**config.mk**
```make
export PLATFORM = sky130hd
export DESIGN_NAME = ptp_target_cmp
export DESIGN_NICKNAME = d
export VERILOG_FILES = /design/src/rtl/ptp_target_cmp.sv
export SDC_FILE = /design/constraint.sdc
export NUM_CORES = 1
export LEC_CHECK = 0
export ABC_CLOCK_PERIOD_IN_PS = 4400
export CAP_MARGIN = 10
export CORE_MARGIN = 2
export CORE_UTILIZATION = 45
export CTS_CLUSTER_SIZE = 25
export DETAILED_ROUTE_END_ITERATION = 10
export DONT_BUFFER_PORTS = 1
export HOLD_SLACK_MARGIN = 0.1
export SLEW_MARGIN = 0
export SYNTH_ARGS = -nofsm -noshare
export SYNTH_HDL_FRONTEND = slang
export SYNTH_SLANG_ARGS = --single-unit
```
**constraint.sdc**
```tcl
create_clock -name clk -period 4.4 [get_ports clk]
set_clock_uncertainty 0.2 [all_clocks]
set_input_delay 0.44 -clock clk [delete_from_list [all_inputs] [get_ports clk]]
set_output_delay 0.44 -clock clk [all_outputs]
set_load 0.02 [all_outputs]
```
**src/rtl/ptp_target_cmp.sv**
```systemverilog
module ptp_target_cmp #(
  parameter int DW        = 32,
  parameter int NPIN      = 2,
  parameter int PULSE_CYC = 5
) (
  input  logic            clk,
  input  logic            rst_n,
  input  logic [2*DW-1:0] clk_time,
  input  logic [NPIN-1:0] gp_in,
  input  logic            wr_en,
  input  logic [2:0]      wr_addr,
  input  logic [DW-1:0]   wr_data,
  input  logic [2:0]      rd_addr,
  output logic [DW-1:0]   rd_data,
  output logic [NPIN-1:0] pin_out
);
  localparam int TW   = 2 * DW;
  localparam int CTW  = 1 + 4 * NPIN;
  localparam int OE0  = 1 + 2 * NPIN;
  localparam int POL0 = 1 + 3 * NPIN;
  localparam int CW   = $clog2(PULSE_CYC + 1);

  logic [TW-1:0]  time_q, tgt_q, rld_q;
  logic [DW-1:0]  tlo_stage, rlo_stage;
  logic [CTW-1:0] ctrl_q;
  logic           flag_q;
  logic           hit, clr, w_tlo, w_thi, w_rlo, w_rhi, w_ctl;

  assign hit   = time_q >= tgt_q;
  assign w_tlo = wr_en && wr_addr == 3'd0;
  assign w_thi = wr_en && wr_addr == 3'd1;
  assign w_rlo = wr_en && wr_addr == 3'd2;
  assign w_rhi = wr_en && wr_addr == 3'd3;
  assign w_ctl = wr_en && wr_addr == 3'd4;
  assign clr   = wr_en && wr_addr == 3'd5 && wr_data[0];

  always_ff @(posedge clk or negedge rst_n) begin
    if (!rst_n) begin
      time_q    <= '0;
      tgt_q     <= '1;
      rld_q     <= '0;
      tlo_stage <= '0;
      rlo_stage <= '0;
      ctrl_q    <= '0;
      flag_q    <= 1'b0;
    end else begin
      time_q <= clk_time;
      if (w_tlo) tlo_stage <= wr_data;
      if (w_rlo) rlo_stage <= wr_data;
      if (w_ctl) ctrl_q <= wr_data[CTW-1:0];
      if (w_rhi) rld_q <= {wr_data, rlo_stage};
      if (w_thi)    tgt_q <= {wr_data, tlo_stage};
      else if (hit) tgt_q <= ctrl_q[0] ? tgt_q + rld_q : rld_q;
      if (hit)      flag_q <= 1'b1;
      else if (clr) flag_q <= 1'b0;
    end
  end

  for (genvar i = 0; i < NPIN; i++) begin : g_pin
    logic [CW-1:0] cnt;
    logic          tog, act;
    logic [1:0]    mode;

    assign mode = ctrl_q[2*i+1 +: 2];

    always_ff @(posedge clk or negedge rst_n) begin
      if (!rst_n) begin
        cnt <= '0;
        tog <= 1'b0;
      end else if (hit) begin
        cnt <= CW'(PULSE_CYC);
        tog <= ~tog;
      end else if (cnt != '0) begin
        cnt <= cnt - 1'b1;
      end
    end

    always_comb begin
      case (mode)
        2'b00:   act = cnt != '0;
        2'b01:   act = tog;
        2'b10:   act = flag_q;
        default: act = 1'b0;
      endcase
    end

    assign pin_out[i] = ctrl_q[OE0+i] ? (act ^ ctrl_q[POL0+i]) : gp_in[i];
  end

  always_comb begin
    case (rd_addr)
      3'd0:    rd_data = tgt_q[DW-1:0];
      3'd1:    rd_data = tgt_q[TW-1:DW];
      3'd2:    rd_data = rld_q[DW-1:0];
      3'd3:    rd_data = rld_q[TW-1:DW];
      3'd4:    rd_data = {{(DW-CTW){1'b0}}, ctrl_q};
      3'd5:    rd_data = {{(DW-1){1'b0}}, flag_q};
      default: rd_data = '0;
    endcase
  end
endmodule

```
==> reports/results.txt, run 1 <==
The smallest hold slack is -0.599 ns. STA classifies the critical path endpoint as a flip-flop. Cell internal power was estimated by the tool at 8.37 mW.

Static timing analysis puts the maximum clock frequency at 245 MHz. The slowest stage of the critical path belongs to the cell dfstp_2. The logs give 0 for the remaining routing DRC violations and 45.4% for the initial core utilization. After synthesis, the cell types taking the most area are dfrtp_1 31%, dfstp_2 9.9%, mux2_2 9.8%. Setup violations remaining at the end of the flow were counted as 0.

The total area inside the core boundary comes to 37400 µm². The first-pass iteration count of the detailed router came out at 5. Traced cell by cell, the critical path runs through ha_1 -> fa_1 -> a21oi_1 -> o311a_1 -> or4_4 -> a21oi_2 -> o211ai_2 -> o21ai_4 -> xor2_1 -> mux2i_1 -> nand2_1 -> o21ai_0 -> o21ai_0 -> dlygate4sd3_1.

In this run switching power makes up 44.0% of total power. The run gives 0 as the final global-route overflow total. At the end of routability-driven placement, the weighted congestion stood at 0.951. The run gives 13.7k as the via count. Type of the worst setup path: reg -> reg. The number of buffers inserted by post-CTS setup repair came out at 0. In the layout the commonest cells are 209 x dfrtp_1, 147 x mux2_2, 146 x a21oi_1. For this block, the initial DRC count from the detailed router was 1340. The via density per instance was 5.94. The kind of cell with the highest combined delay along the critical path is compound AO/OA/AOI/OAI gates. Post-layout total power: 14.9 mW. TritonCTS created 34 clock buffers. The clock drives 274 sinks. In the finished design, the share of the clock period the worst path needs comes to 92.7%.

Number of flops mapped to enable cells by yosys: 0. The post-layout net count was 2014; the top-level port count was 141. The final count of hold timing violations is 264, and the total of max-cap violations is 0. The run gives 52.1% as the combinational share of power.

The largest area contributor in the synthesized netlist is dfrtp_1. The flow ran to the end, but the final reports show violations. The width of the die came out at 198 µm. In this run the mean area of a mapped cell was 10.1 µm².

For this run, asynchronously set or reset flops after synthesis account for 100%. The checks that failed: hold timing. The cell that appears most often on the critical path is o21ai_0.

The static leakage is 8.73 nW. For the pin with the worst max-slew slack, the measured transition is 1.07 ns. The class of the tightest hold or removal check was in -> async. The clock passes through at most 3 buffers.

Measured against its own limit, the worst slew margin works out to 29.0%. In this run the worst path has a maximum fanout of 4. Leaving out fill and tap cells, the most frequent cell in the layout is dfrtp_1.

The data arrival time of the critical path was 4.36 ns. Global routing used 28.8% of the available tracks across all layers. The shortest period the worst path allows works out to 4.08 ns. Switching component of the power: 6.57 mW.

Of the cells placed in the final design, the portion with a size suffix greater than 1 is 18.7%. The worst path buffer plus inverter count was 1. The run gives 52.8% as the share of the core filled with cells in the final layout. The area growth from synthesis to layout is 16.2%. The die height is 198 µm. Number of routed nets with antenna violations: 0. The tools report the kind of launch point of the worst setup path as a flip-flop. For this run, the number of Yosys warnings is 0. Once detailed placement completed, the half-perimeter wirelength came to 38.9 mm. The distinct cell type count after synthesis is 83. Among all flip-flop cells after synthesis, the most frequent one is dfrtp_1.

The tree is rooted in a clkbuf_16. The run gives 0.55 ns as the clock insertion delay at the later pin of the skew report. The worst register-to-register path begins at tgt_q[0]. The sequential cell fraction of total power was 28.5%; the worst reg-to-reg path cell count was 14. The clock share of power is 19.4%.

The share of the yosys chip area belonging to registers is 40.9%. TritonCTS built the clock tree. The cell area that synthesis handed to floorplanning was 17000 µm². The max-slew violation count is 0, and the count of buffers inserted at the top-level ports is 0. Data on the critical path is required at its endpoint by 4.68 ns. Synthesis inferred 274 register bits.

The number of nets handed over by synthesis was 1924. Summing all multi-input logic gate instances after layout gives 9360 µm². Setup repair after global routing left no endpoint under its margin. The non-filler instance count after layout is 2312. The number of instances in the placed design is 2142. VDD sags by at most 0.000417 V.

The sum of routed wire length over all layers is 55.8 mm. The final total negative setup slack came out at 0 ns. After technology mapping, the gate count stands at 1685. The worst register-to-register path has a setup slack of 0.32 ns. The logs give 1 for the initial antenna violation count and 275 for the maximum number of pins on one net before global-route repair. Counting the fill cells in the layout gives 3348. The share of synthesized area in the top cell type comes to 31.0%. The final routed wire length divided by cell count is 24.1 µm, and the total power per unit cell area is 757 nW/µm². The worst register-to-register path ends at tgt_q[36]. The run gives 13.6k as the number of global-route vias before repair.

The wire length of the first global-routing pass is 84.6 mm, and the clock transition time at the flip-flop clock pins of the worst setup and hold paths is 0.06 ns. For this run, the slowest stage of the critical path takes 0.56 ns. The H-tree was split into 2 levels.

The floorplan has 71 rows. The sequential cells in the finished layout cover a total of 6940 µm². Die outline area: 39300 µm². The number of hold buffers added after CTS was 108.
## how the worst max path moves through the flow
stage | startpoint | endpoint | cells past startpoint
global route | tgt_q[41] | tgt_q[36] | 15
floorplan | tgt_q[28] | tgt_q[63] | 13
finish | tgt_q[0] | tgt_q[36] | 14
global placement | tgt_q[37] | tgt_q[62] | 14
detailed placement | tgt_q[33] | tgt_q[62] | 14
CTS | tgt_q[41] | tgt_q[36] | 15
## logic make-up (layout without fill, tap and decap cells)
logic type,count (synthesis),in the layout,share of synthesized area [%]
AOI/OAI and AO/OA,482,482,18.4
xor gates and xnor gates,63,63,3.25
adders and majority gates,132,132,9.78
buffers and inverters,173,288,4.33
DFF,274,274,40.9
muxes,200,200,13.3
other,0,1,0
and+or+nand+nor,361,361,10.0
## power groups by stage
stage / Combinational [mW] / Sequential [mW] / Clock (mW)
after floorplan: 5.68 / 3.90 / 0
after global placement: 7.46 / 4.23 / 0
after detailed placement: 7.49 / 4.26 / 0
after CTS: 7.65 / 4.22 / 2.97
after global routing: 8.54 / 4.34 / 3.06
final: 7.78 / 4.26 / 2.90
## synth_stat cells, types with 24 or more instances
master	number
nand4_1	30
inv_1	90
nor3_1	26
xnor2_1	39
dfrtp_1	210
clkbuf_1	59
a21oi_1	146
mux2_2	147
o21ai_0	115
a21o_1	59
dfstp_2	64
nand2_1	129
xor2_1	24
mux2i_1	47
nor2_1	89
ha_1	131
## registers in the layout (all words and copies together), names as in the netlist
| signal | count |
|---|---|
| rld_q | 64 |
| tgt_q | 64 |
| time_q | 64 |
| rlo_stage | 32 |
| tlo_stage | 32 |
| ctrl_q | 9 |
| g_pin.cnt | 6 |
| g_pin.tog | 2 |
| flag_q | 1 |
## per-stage QoR
step	worst slack [ns]	instance area, µm²
after global routing	0.0431	19700
after floorplan	0.991	17000
after CTS	0.201	19700
final	0.323	19700
after global placement	0.379	17500
after detailed placement	0.412	17500
## layer usage
| layer | global-route usage (%) | wire, µm | vias up |
|---|---|---|---|
| met3 | 6.20 | 4240 | 107 |
| met5 | 0 | 0 | - |
| met4 | 11.5 | 2130 | 0 |
| met1 | 41.8 | 26100 | 6781 |
| met2 | 41.7 | 23300 | 517 |
| li1 | - | - | 6339 |
## final cells by class
class | count | area share [%]
well taps | 511 | 3.24
clock buffers | 45 | 4.83
flip-flops and latches | 274 | 35.2
repair buffers | 136 | 6.61
clock inverters | 16 | 0.970
multi-input cells | 1238 | 47.4
diodes | 1 | 0.0127
inverters | 91 | 1.73
## timing repair
| item | CTS | global route |
|---|---|---|
| setup endpoints to repair | 0 | 1 |
| gates resized for setup | 0 | 1 |
| hold endpoints to repair | 483 | 274 |
(Power assumes the default switching activity.)
==> run 2: changes to the inputs <==
--- a/config.mk
+++ b/config.mk
@@ -5,10 +5,11 @@
 export SDC_FILE = /design/constraint.sdc
 export NUM_CORES = 1
 export LEC_CHECK = 0
-export ABC_CLOCK_PERIOD_IN_PS = 4400
+export ABC_AREA = 1
+export ABC_CLOCK_PERIOD_IN_PS = 4900
 export CAP_MARGIN = 10
 export CORE_MARGIN = 2
-export CORE_UTILIZATION = 45
+export CORE_UTILIZATION = 25
 export CTS_CLUSTER_SIZE = 25
 export DETAILED_ROUTE_END_ITERATION = 10
 export DONT_BUFFER_PORTS = 1
==> constraint.sdc (replaced) <==
create_clock -name clk -period 4.9 [get_ports clk]
set_clock_uncertainty 0.2 [all_clocks]
set_input_delay 0.49 -clock clk [delete_from_list [all_inputs] [get_ports clk]]
set_output_delay 0.49 -clock clk [all_outputs]
set_load 0.02 [all_outputs]
==> run 2 against run 1 <==
  * The flow still finishes with violations (hold timing)
  * Combinational power decreased by 9.8%
  * Count of clock-buffer cells in the layout increased by 9
  * Maximum frequency increased by 15%
  * Cell area increased by 14%
  * Via count increased by 35%
  * Sequential share of layout area decreased by 4.3 points
  * Hold slack improved by 0.050 ns
  * Critical endpoint is now tgt_q[13]
==> reports/results.txt, run 2 <==
The final routed wire length divided by cell count came out at 18.7 µm (-23%). The logs give 0 ns (unchanged) for the final total negative setup slack and 52.9% (+0.8 points) for the combinational share of power. By area the synthesized netlist is led by dfrtp_1 27%, nand2_1 20%, inv_1 9.8%. TritonCTS built the clock tree.

The average cell area after synthesis is 6.69 µm² (-34%). The initial antenna violation count came out at 4 (+3). For the die outline area, the log shows 79000 µm² (+100%). The largest registers in the layout are rld_q: 64 flops, tgt_q: 64 flops, time_q: 64 flops. The final count of hold timing violations is 274 (+3.8%), and the internal power is 6.87 mW (-18%). The maximum fanout encountered on the critical timing path is 45 (+41), and the sum of routed wire length over all layers is 74.8 mm (+34%). The number of routed nets with antenna violations is 0 (unchanged). In this run the critical register-to-register path is launched from tgt_q[61]. The switching share of total power is 48.2% (+4.2 points). The via count came out at 18.6k (+35%). The run gives 36.1% (-4.7 points) as the share of the yosys chip area belonging to registers. For the overall global routing resource usage, the log shows 18.8% (-10 points). The tools report the launching element of the worst setup path as tgt_q[61]. The standard-cell row count is 101 (+42%). The type of the worst setup path is reg -> reg. The run gives 274 (unchanged) as the TritonCTS sink count.

The run gives 26.2% (-2.3 points) as the sequential cell fraction of total power. The logs give 11.9 nW (+36%) for the static leakage and -0.549 ns (+0.0497 ns) for the smallest hold slack. The placer's final routability congestion estimate was 0.975 (+2.5%).

The post-synthesis cell area is 19200 µm² (+13%), and the area share of the largest cell type after synthesis is 27.4% (-3.6 points). The width of the die was 281 µm (+42%). The number of flops mapped to enable cells by yosys was 0 (unchanged). The slew at the pin closest to its max-slew limit works out to 1.03 ns (-0.0379 ns). The switching component of the power came out at 6.39 mW (-2.8%).

In the synthesized netlist, the cells that appear most often are 1033 x nand2_1, 501 x inv_1, 214 x nor2_1. The via density per instance is 4.66 (-22%), and the total of max-cap violations is 0 (unchanged). The top-level port count is 141 (unchanged). The wire length of the first global-routing pass is 111 mm (+32%). The most numerous cell in the Yosys netlist was nand2_1.

The data required time at the worst endpoint was 5.18 ns (+0.50 ns); the maximum frequency from static timing analysis was 283 MHz (+15%). The max-slew violation count was 0 (unchanged); the share of the core filled with cells in the final layout was 29.6% (-23 points). The distinct cell type count after synthesis is 43 (-48%), and the total power per unit cell area is 589 nW/µm² (-22%). The worst vdd rail ir drop was 0.000252 V (-40%).

The final reports fail on hold timing. The tools report the initial core utilization as 25.3% (-20 points). The shortest period the worst path allows is 3.53 ns (-0.543 ns). The post-layout net count was 3177 (+58%). The tree is rooted in a clkbuf_16. For the number of H-tree branching levels, the log shows 2 (unchanged).

Setup repair after global routing left no endpoint under its margin. The data arrival time of the critical path was 3.82 ns (-0.54 ns); the first-pass iteration count of the detailed router was 6 (+1). The maximum number of pins on one net before global-route repair was 275 (unchanged).

The share of post-route cells with drive strength above 1 came out at 5.26% (-13 points). The run gives 3110 (+62%) as the post-synth net total. The total number of yosys warnings was 0 (unchanged).

Fraction of the cycle the final worst path needs: 72.1% (-21 points). Compared with the post-synthesis result, the final layout area differs by 17.2%. The number of buffers inserted by post-CTS setup repair came out at 0 (unchanged). Kind of launch point of the worst setup path: a flip-flop. The run gives 35 (+2.9%) as the number of CTS-inserted buffers.

The worst setup slack after placement was 1.37 ns (+0.961 ns). The library cell used most frequently in the layout, excluding fill and tap cells, is nand2_1. The worst reg-to-reg path cell count was 11 (-3). For the clock share of power, the log shows 20.9% (+1.5 points). The path class of the tightest hold or removal check is in -> async. The buffer levels on the longest clock path was 3 (unchanged). The run finished, with violations left.

The clock insertion delay at the later pin of the skew report was 0.57 ns (+0.02 ns); the count of hold-fix buffers inserted at cts was 99 (-8.3%). The run gives 13.3 mW (-11%) as the post-layout total power. The total half-perimeter wirelength after legalization and detailed placement was 57.7 mm (+48%).

The run gives 0 (unchanged) as the final setup violation count. The final global-route overflow total is 0 (unchanged). The run gives 17.7k (+30%) as the number of global-route vias before repair. The kind of end point of the critical path was a flip-flop.

The logs give 0 (unchanged) for the remaining routing DRC violations and 2871 (+70%) for the number of instances in the synthesized netlist. The count of buffers inserted at the top-level ports is 0 (unchanged). The number of storage elements in the synthesis netlist was 274 (unchanged). Die height: 281 µm (+42%).

The post-synthesis async set-or-reset flop share works out to 100% (unchanged). In the layout the commonest cells are 1031 x nand2_1, 500 x inv_1, 214 x nor2_1. The tools report the total of cells resized after clock tree synthesis as 0 (unchanged). The predominant post-synthesis flop cell was dfrtp_1.

Summed over all instances, the cell type with the most area after synthesis is dfrtp_1. The run gives 75900 µm² (+100%) as the core area. For the headroom to the max-slew limit, the log shows 31.5% (+2.5 points). For the worst setup slack after layout, the log shows 1.37 ns (+1.04 ns).

The clock transition time at the flip-flop clock pins of the worst setup and hold paths is 0.06 ns (about the same), and the number of design-rule violations left by the first detailed-router iteration is 1661 (+24%).
## run 2: area by class of cell
class | count | area, µm²
Fill cell | 8367 | 53500
Multi-Input combinational cell | 2010 | 10000
Sequential cell | 274 | 6940
Inverter | 504 | 1890
Tap cell | 1030 | 1290
Timing Repair Buffer | 113 | 1110
Clock buffer | 54 | 1090
Clock inverter | 10 | 144
Antenna cell | 3 | 7.51
## run 2: kinds of logic after synthesis
logic type	share of synthesized area (%)
buffers and inverters	11.9
adders and majority gates	8.64
xor gates and xnor gates	1.51
DFF	36.1
and+or+nand+nor	29.7
muxes	0.235
AOI/OAI and AO/OA	11.9
## run 2: path summary, 6_finish.rpt
check	to	slack, ns
worst min-delay path	time_q[1]	-0.55
min in group clk	rlo_stage[13]	0.28
worst max-delay path	tgt_q[13]	1.37
max in group asynchronous	tlo_stage[23]	4.46
worst min register to register	rlo_stage[13]	0.28
worst max register to register	tgt_q[13]	1.37
## run 2: per-stage QoR
stage / area (µm²) / std cells
detailed placement: 20300 / 3832
global placement: 20300 / 3832
global route: 22500 / 3997
finish: 22500 / 3998
floorplan: 19200 / 2871
CTS: 22500 / 3995
## run 2: metal layers
metal / GRT usage [%] / part of all wire [%] / vias to the layer above
li1: - / - / 9127
met1: 25.3 / 44 / 8758
met2: 30.9 / 46 / 621
met3: 2.66 / 6.5 / 109
met4: 6.10 / 3.0 / 4
met5: 0 / 0.032 / -
## run 2: worst max-delay path, stage by stage (launching register included)
cell and delay (ns):
dfstp_2 0.56, inv_1 0.06, ha_1 0.29, a21oi_1 0.16, nor2_1 0.06, nor3b_1 0.17, and2_1 0.22, nand2_1 0.14
nor2_1 0.23, nand4_4 0.57, buf_4 0.54, o21ai_0 0.24
## run 2: power by group through the flow
stage / sequential (mW) / combinational, mW / clock, mW
2_1_floorplan: 3.32 / 4.81 / 0
3_3_place_gp: 3.47 / 6.80 / 0
3_5_place_dp: 3.49 / 6.83 / 0
4_1_cts: 3.46 / 6.94 / 2.83
5_1_grt: 3.54 / 7.82 / 2.91
6_report: 3.47 / 7.02 / 2.77
==> run 3: changes to the inputs <==
--- a/config.mk
+++ b/config.mk
@@ -5,8 +5,8 @@
 export SDC_FILE = /design/constraint.sdc
 export NUM_CORES = 1
 export LEC_CHECK = 0
-export ABC_AREA = 1
-export ABC_CLOCK_PERIOD_IN_PS = 4900
+export ABC_AREA = 0
+export ABC_CLOCK_PERIOD_IN_PS = 3100
 export CAP_MARGIN = 10
 export CORE_MARGIN = 2
 export CORE_UTILIZATION = 25
==> constraint.sdc (replaced) <==
create_clock -name clk -period 3.1 [get_ports clk]
set_clock_uncertainty 0.2 [all_clocks]
set_input_delay 0.31 -clock clk [delete_from_list [all_inputs] [get_ports clk]]
set_output_delay 0.31 -clock clk [all_outputs]
set_load 0.02 [all_outputs]
==> run 3 against run 2 <==
  * The flow finishes with violations (hold timing, setup timing)
  * Global-route usage is 0.32 points lower
  * Sequential share of layout area is 2.5 points lower
  * Register-to-register slack worse by 1.8 ns
  * Critical path type unchanged
  * Critical endpoint is now tgt_q[56]
  * Highest routed layer unchanged
==> reports/results.txt, run 3 (synthesized netlist as in run 1, its figures left out) <==
The area used by sequential logic in the layout was 6940 µm² (about the same); the max-slew violation count was 0 (unchanged). The count of buffers inserted at the top-level ports is 0 (unchanged), and the standard-cell row count is 95 (-5.9%). For the initial core utilization, the log shows 25.3% (about the same). The number of routed nets with antenna violations was 0 (unchanged). The largest registers in the layout are rld_q: 64 flops, tgt_q: 64 flops, time_q: 64 flops. The overall global routing resource usage is 18.5% (-0.32 points). The run gives 21.3% (-4.9 points) as the sequential cell fraction of total power. The run gives 6602 (-21%) as the number of fillers in the final layout.

TritonCTS sink count: 274 (unchanged). The fraction of the cycle the final worst path needs is 114% (+42 points), and the clock share of power is 15.4% (-5.5 points). Relative to the synthesized area, the layout overhead comes to 44.4%. The data required time at the worst endpoint is 3.41 ns (-1.77 ns). Number of H-tree branching levels: 2 (unchanged). The sum of routed wire length over all layers came out at 65.8 mm (-12%).

The run finished, with violations left. The tree is rooted in a clkbuf_16. The headroom to the max-slew limit was 34.5% (+3.0 points). The share of post-route cells with drive strength above 1 works out to 38.0% (+33 points).

Total half-perimeter wirelength after legalization and detailed placement: 45.8 mm (-20%). The tools report the final count of hold timing violations as 274 (unchanged). The static leakage is 10.9 nW (-8.2%), and the combinational share of power is 63.2% (+10 points).

TritonCTS built the clock tree. The worst setup slack after layout was -0.435 ns (-1.80 ns). The tools report the kind of launch point of the worst setup path as a flip-flop.

The count of hold-fix buffers inserted at cts was 136 (+37%). Leaving out fill and tap cells, the most frequent cell in the layout is buf_4. Final setup violation count: 73 (+73).

Setup repair after global routing could not meet its margin everywhere. The initial antenna violation count was 8 (+4). The internal power is 16.0 mW (+130%), and the number of design-rule violations left by the first detailed-router iteration is 1094 (-34%).

Width of the die: 265 µm (-5.9%). The die outline area was 70000 µm² (-11%). The checks that failed: hold timing, setup timing.

The core area came out at 67200 µm² (-12%). The die height came out at 265 µm (-5.9%). Switching share of total power: 41.8% (-6.3 points).

The run gives 20400 µm² (+0.88%) as the standard cell area after detailed placement. For the final global-route overflow total, the log shows 0 (unchanged). The worst setup path is captured at a flip-flop. The top-level port count came out at 141 (unchanged). Post-layout total power: 27.6 mW (+110%).

Number of global-route vias before repair: 16.0k (-9.8%). The data arrival time of the critical path was 3.84 ns (+0.02 ns). Switching component of the power: 11.5 mW (+81%). The final total negative setup slack is -24.24 ns (-24.24 ns). The tools report the smallest hold slack as -0.734 ns (-0.185 ns).

The clock transition time at the flip-flop clock pins of the worst setup and hold paths is 0.06 ns (about the same), and the first-pass iteration count of the detailed router is 5 (-1). The via density per instance was 5.07 (+8.8%). The class of the tightest hold or removal check is in -> async. The run gives 0 (unchanged) as the total of max-cap violations. The total non-filler cell area in the finished layout is 24500 µm² (+9.0%), and the worst vdd rail ir drop is 0.000429 V (+71%). The via count was 15.5k (-17%); the placer's final routability congestion estimate was 0.932 (-4.4%).

The critical path is of the reg -> reg type. The slew at the pin closest to its max-slew limit is 0.982 ns (-0.0452 ns). The shortest period the worst path allows was 3.53 ns (+0.000963 ns). The top cell types in the final layout, fill and taps aside, are 334 x buf_4, 209 x dfrtp_1, 147 x mux2_2. The total power per unit cell area was 1120 nW/µm² (+91%); the wire length of the first global-routing pass was 99.0 mm (-11%). The tools report the buffer levels on the longest clock path as 3 (unchanged).

The remaining routing DRC violations was 0 (unchanged). The logs give 275 (unchanged) for the maximum number of pins on one net before global-route repair and 283 MHz (about the same) for the maximum frequency from static timing analysis. Post-layout net count: 2390 (-25%). The number of CTS-inserted buffers was 35 (unchanged).

The maximum fanout encountered on the critical timing path was 3 (-93%); the clock insertion delay at the later pin of the skew report was 0.57 ns (about the same). Final routed wire length divided by cell count: 21.5 µm (+15%). For the area occupied by multi-input gates, the log shows 10300 µm² (+3.0%).
[run 3: cell count changes in the layout (fill, tap and decap cells not counted), moves of 72 or more]
cell,change
o21ai_0,-130
buf_4,+321
nand2_1,-917
nor2_1,-132
inv_1,-413
mux2_2,+143
nand3_1,-72
[run 3: repair_timing]
action | 4_1_cts | 5_1_grt
pin swaps | 38 | 50
endpoints found under the hold margin | 492 | 274
cloned | 8 | 2
buffers inserted | 18 | 14
endpoints found under the setup margin | 73 | 73
resized for setup | 135 | 135
[run 3: layout make-up]
class	instances	share of cell area (%)
Clock inverter	15	0.715
Sequential cell	274	28.3
Inverter	91	1.39
Multi-Input combinational cell	1238	42.1
Tap cell	873	4.46
Antenna cell	3	0.0306
Timing Repair Buffer	511	18.9
Clock buffer	49	4.07
[run 3: worst paths after layout]
check / startpoint / to / slack [ns] / depth (start not counted)
min in group clk: wr_addr[2] / tgt_q[8] / 0.11 / 5
max reg2reg: tgt_q[0] / tgt_q[56] / -0.43 / 13
min reg2reg: tlo_stage[8] / tgt_q[8] / 0.27 / 2
max: tgt_q[0] / tgt_q[56] / -0.43 / 13
max in group asynchronous: rst_n / time_q[18] / 2.64 / 0
min: rst_n / time_q[57] / -0.73 / 0
[run 3: critical path, stage by stage, from the launching register on]
cell,delay [ns]
dfstp_2,0.56
ha_4,0.15
fa_2,0.22
a21oi_2,0.07
o311a_1,0.32
or4_4,0.55
a21oi_4,0.16
o211ai_2,0.12
o21ai_4,0.23
a31oi_4,0.15
o21a_4,0.25
o21bai_4,0.13
xor2_1,0.16
o221a_1,0.19
[run 3: stage by stage]
stage	utilization (%)	hold WS, ns	instances	worst slack [ns]
4_1_cts	35.5	-0.759	3038	-0.414
5_1_grt	36.5	-0.759	3054	-0.570
6_report	36.5	-0.734	3054	-0.435
3_5_place_dp	30.4	-0.163	2812	-0.581
2_1_floorplan	-	-0.186	1685	-0.188
3_3_place_gp	30.4	-0.163	2812	-0.583
[run 3: routing by layer]
metal	wire [µm]	GRT usage, %	vias to the layer above
li1	-	-	7072
met1	28400	24.1	7691
met2	30300	29.8	556
met3	4190	3.38	152
met4	2880	8.26	8
met5	51	0	-
[run 3: power by group through the flow]
stage	Clock, mW	Combinational, mW	Sequential, mW
CTS	4.33	16.1	5.84
floorplan	0	8.17	5.55
global route	4.47	18.7	5.98
global placement	0	14.0	5.84
detailed placement	0	14.2	5.89
finish	4.25	17.4	5.88
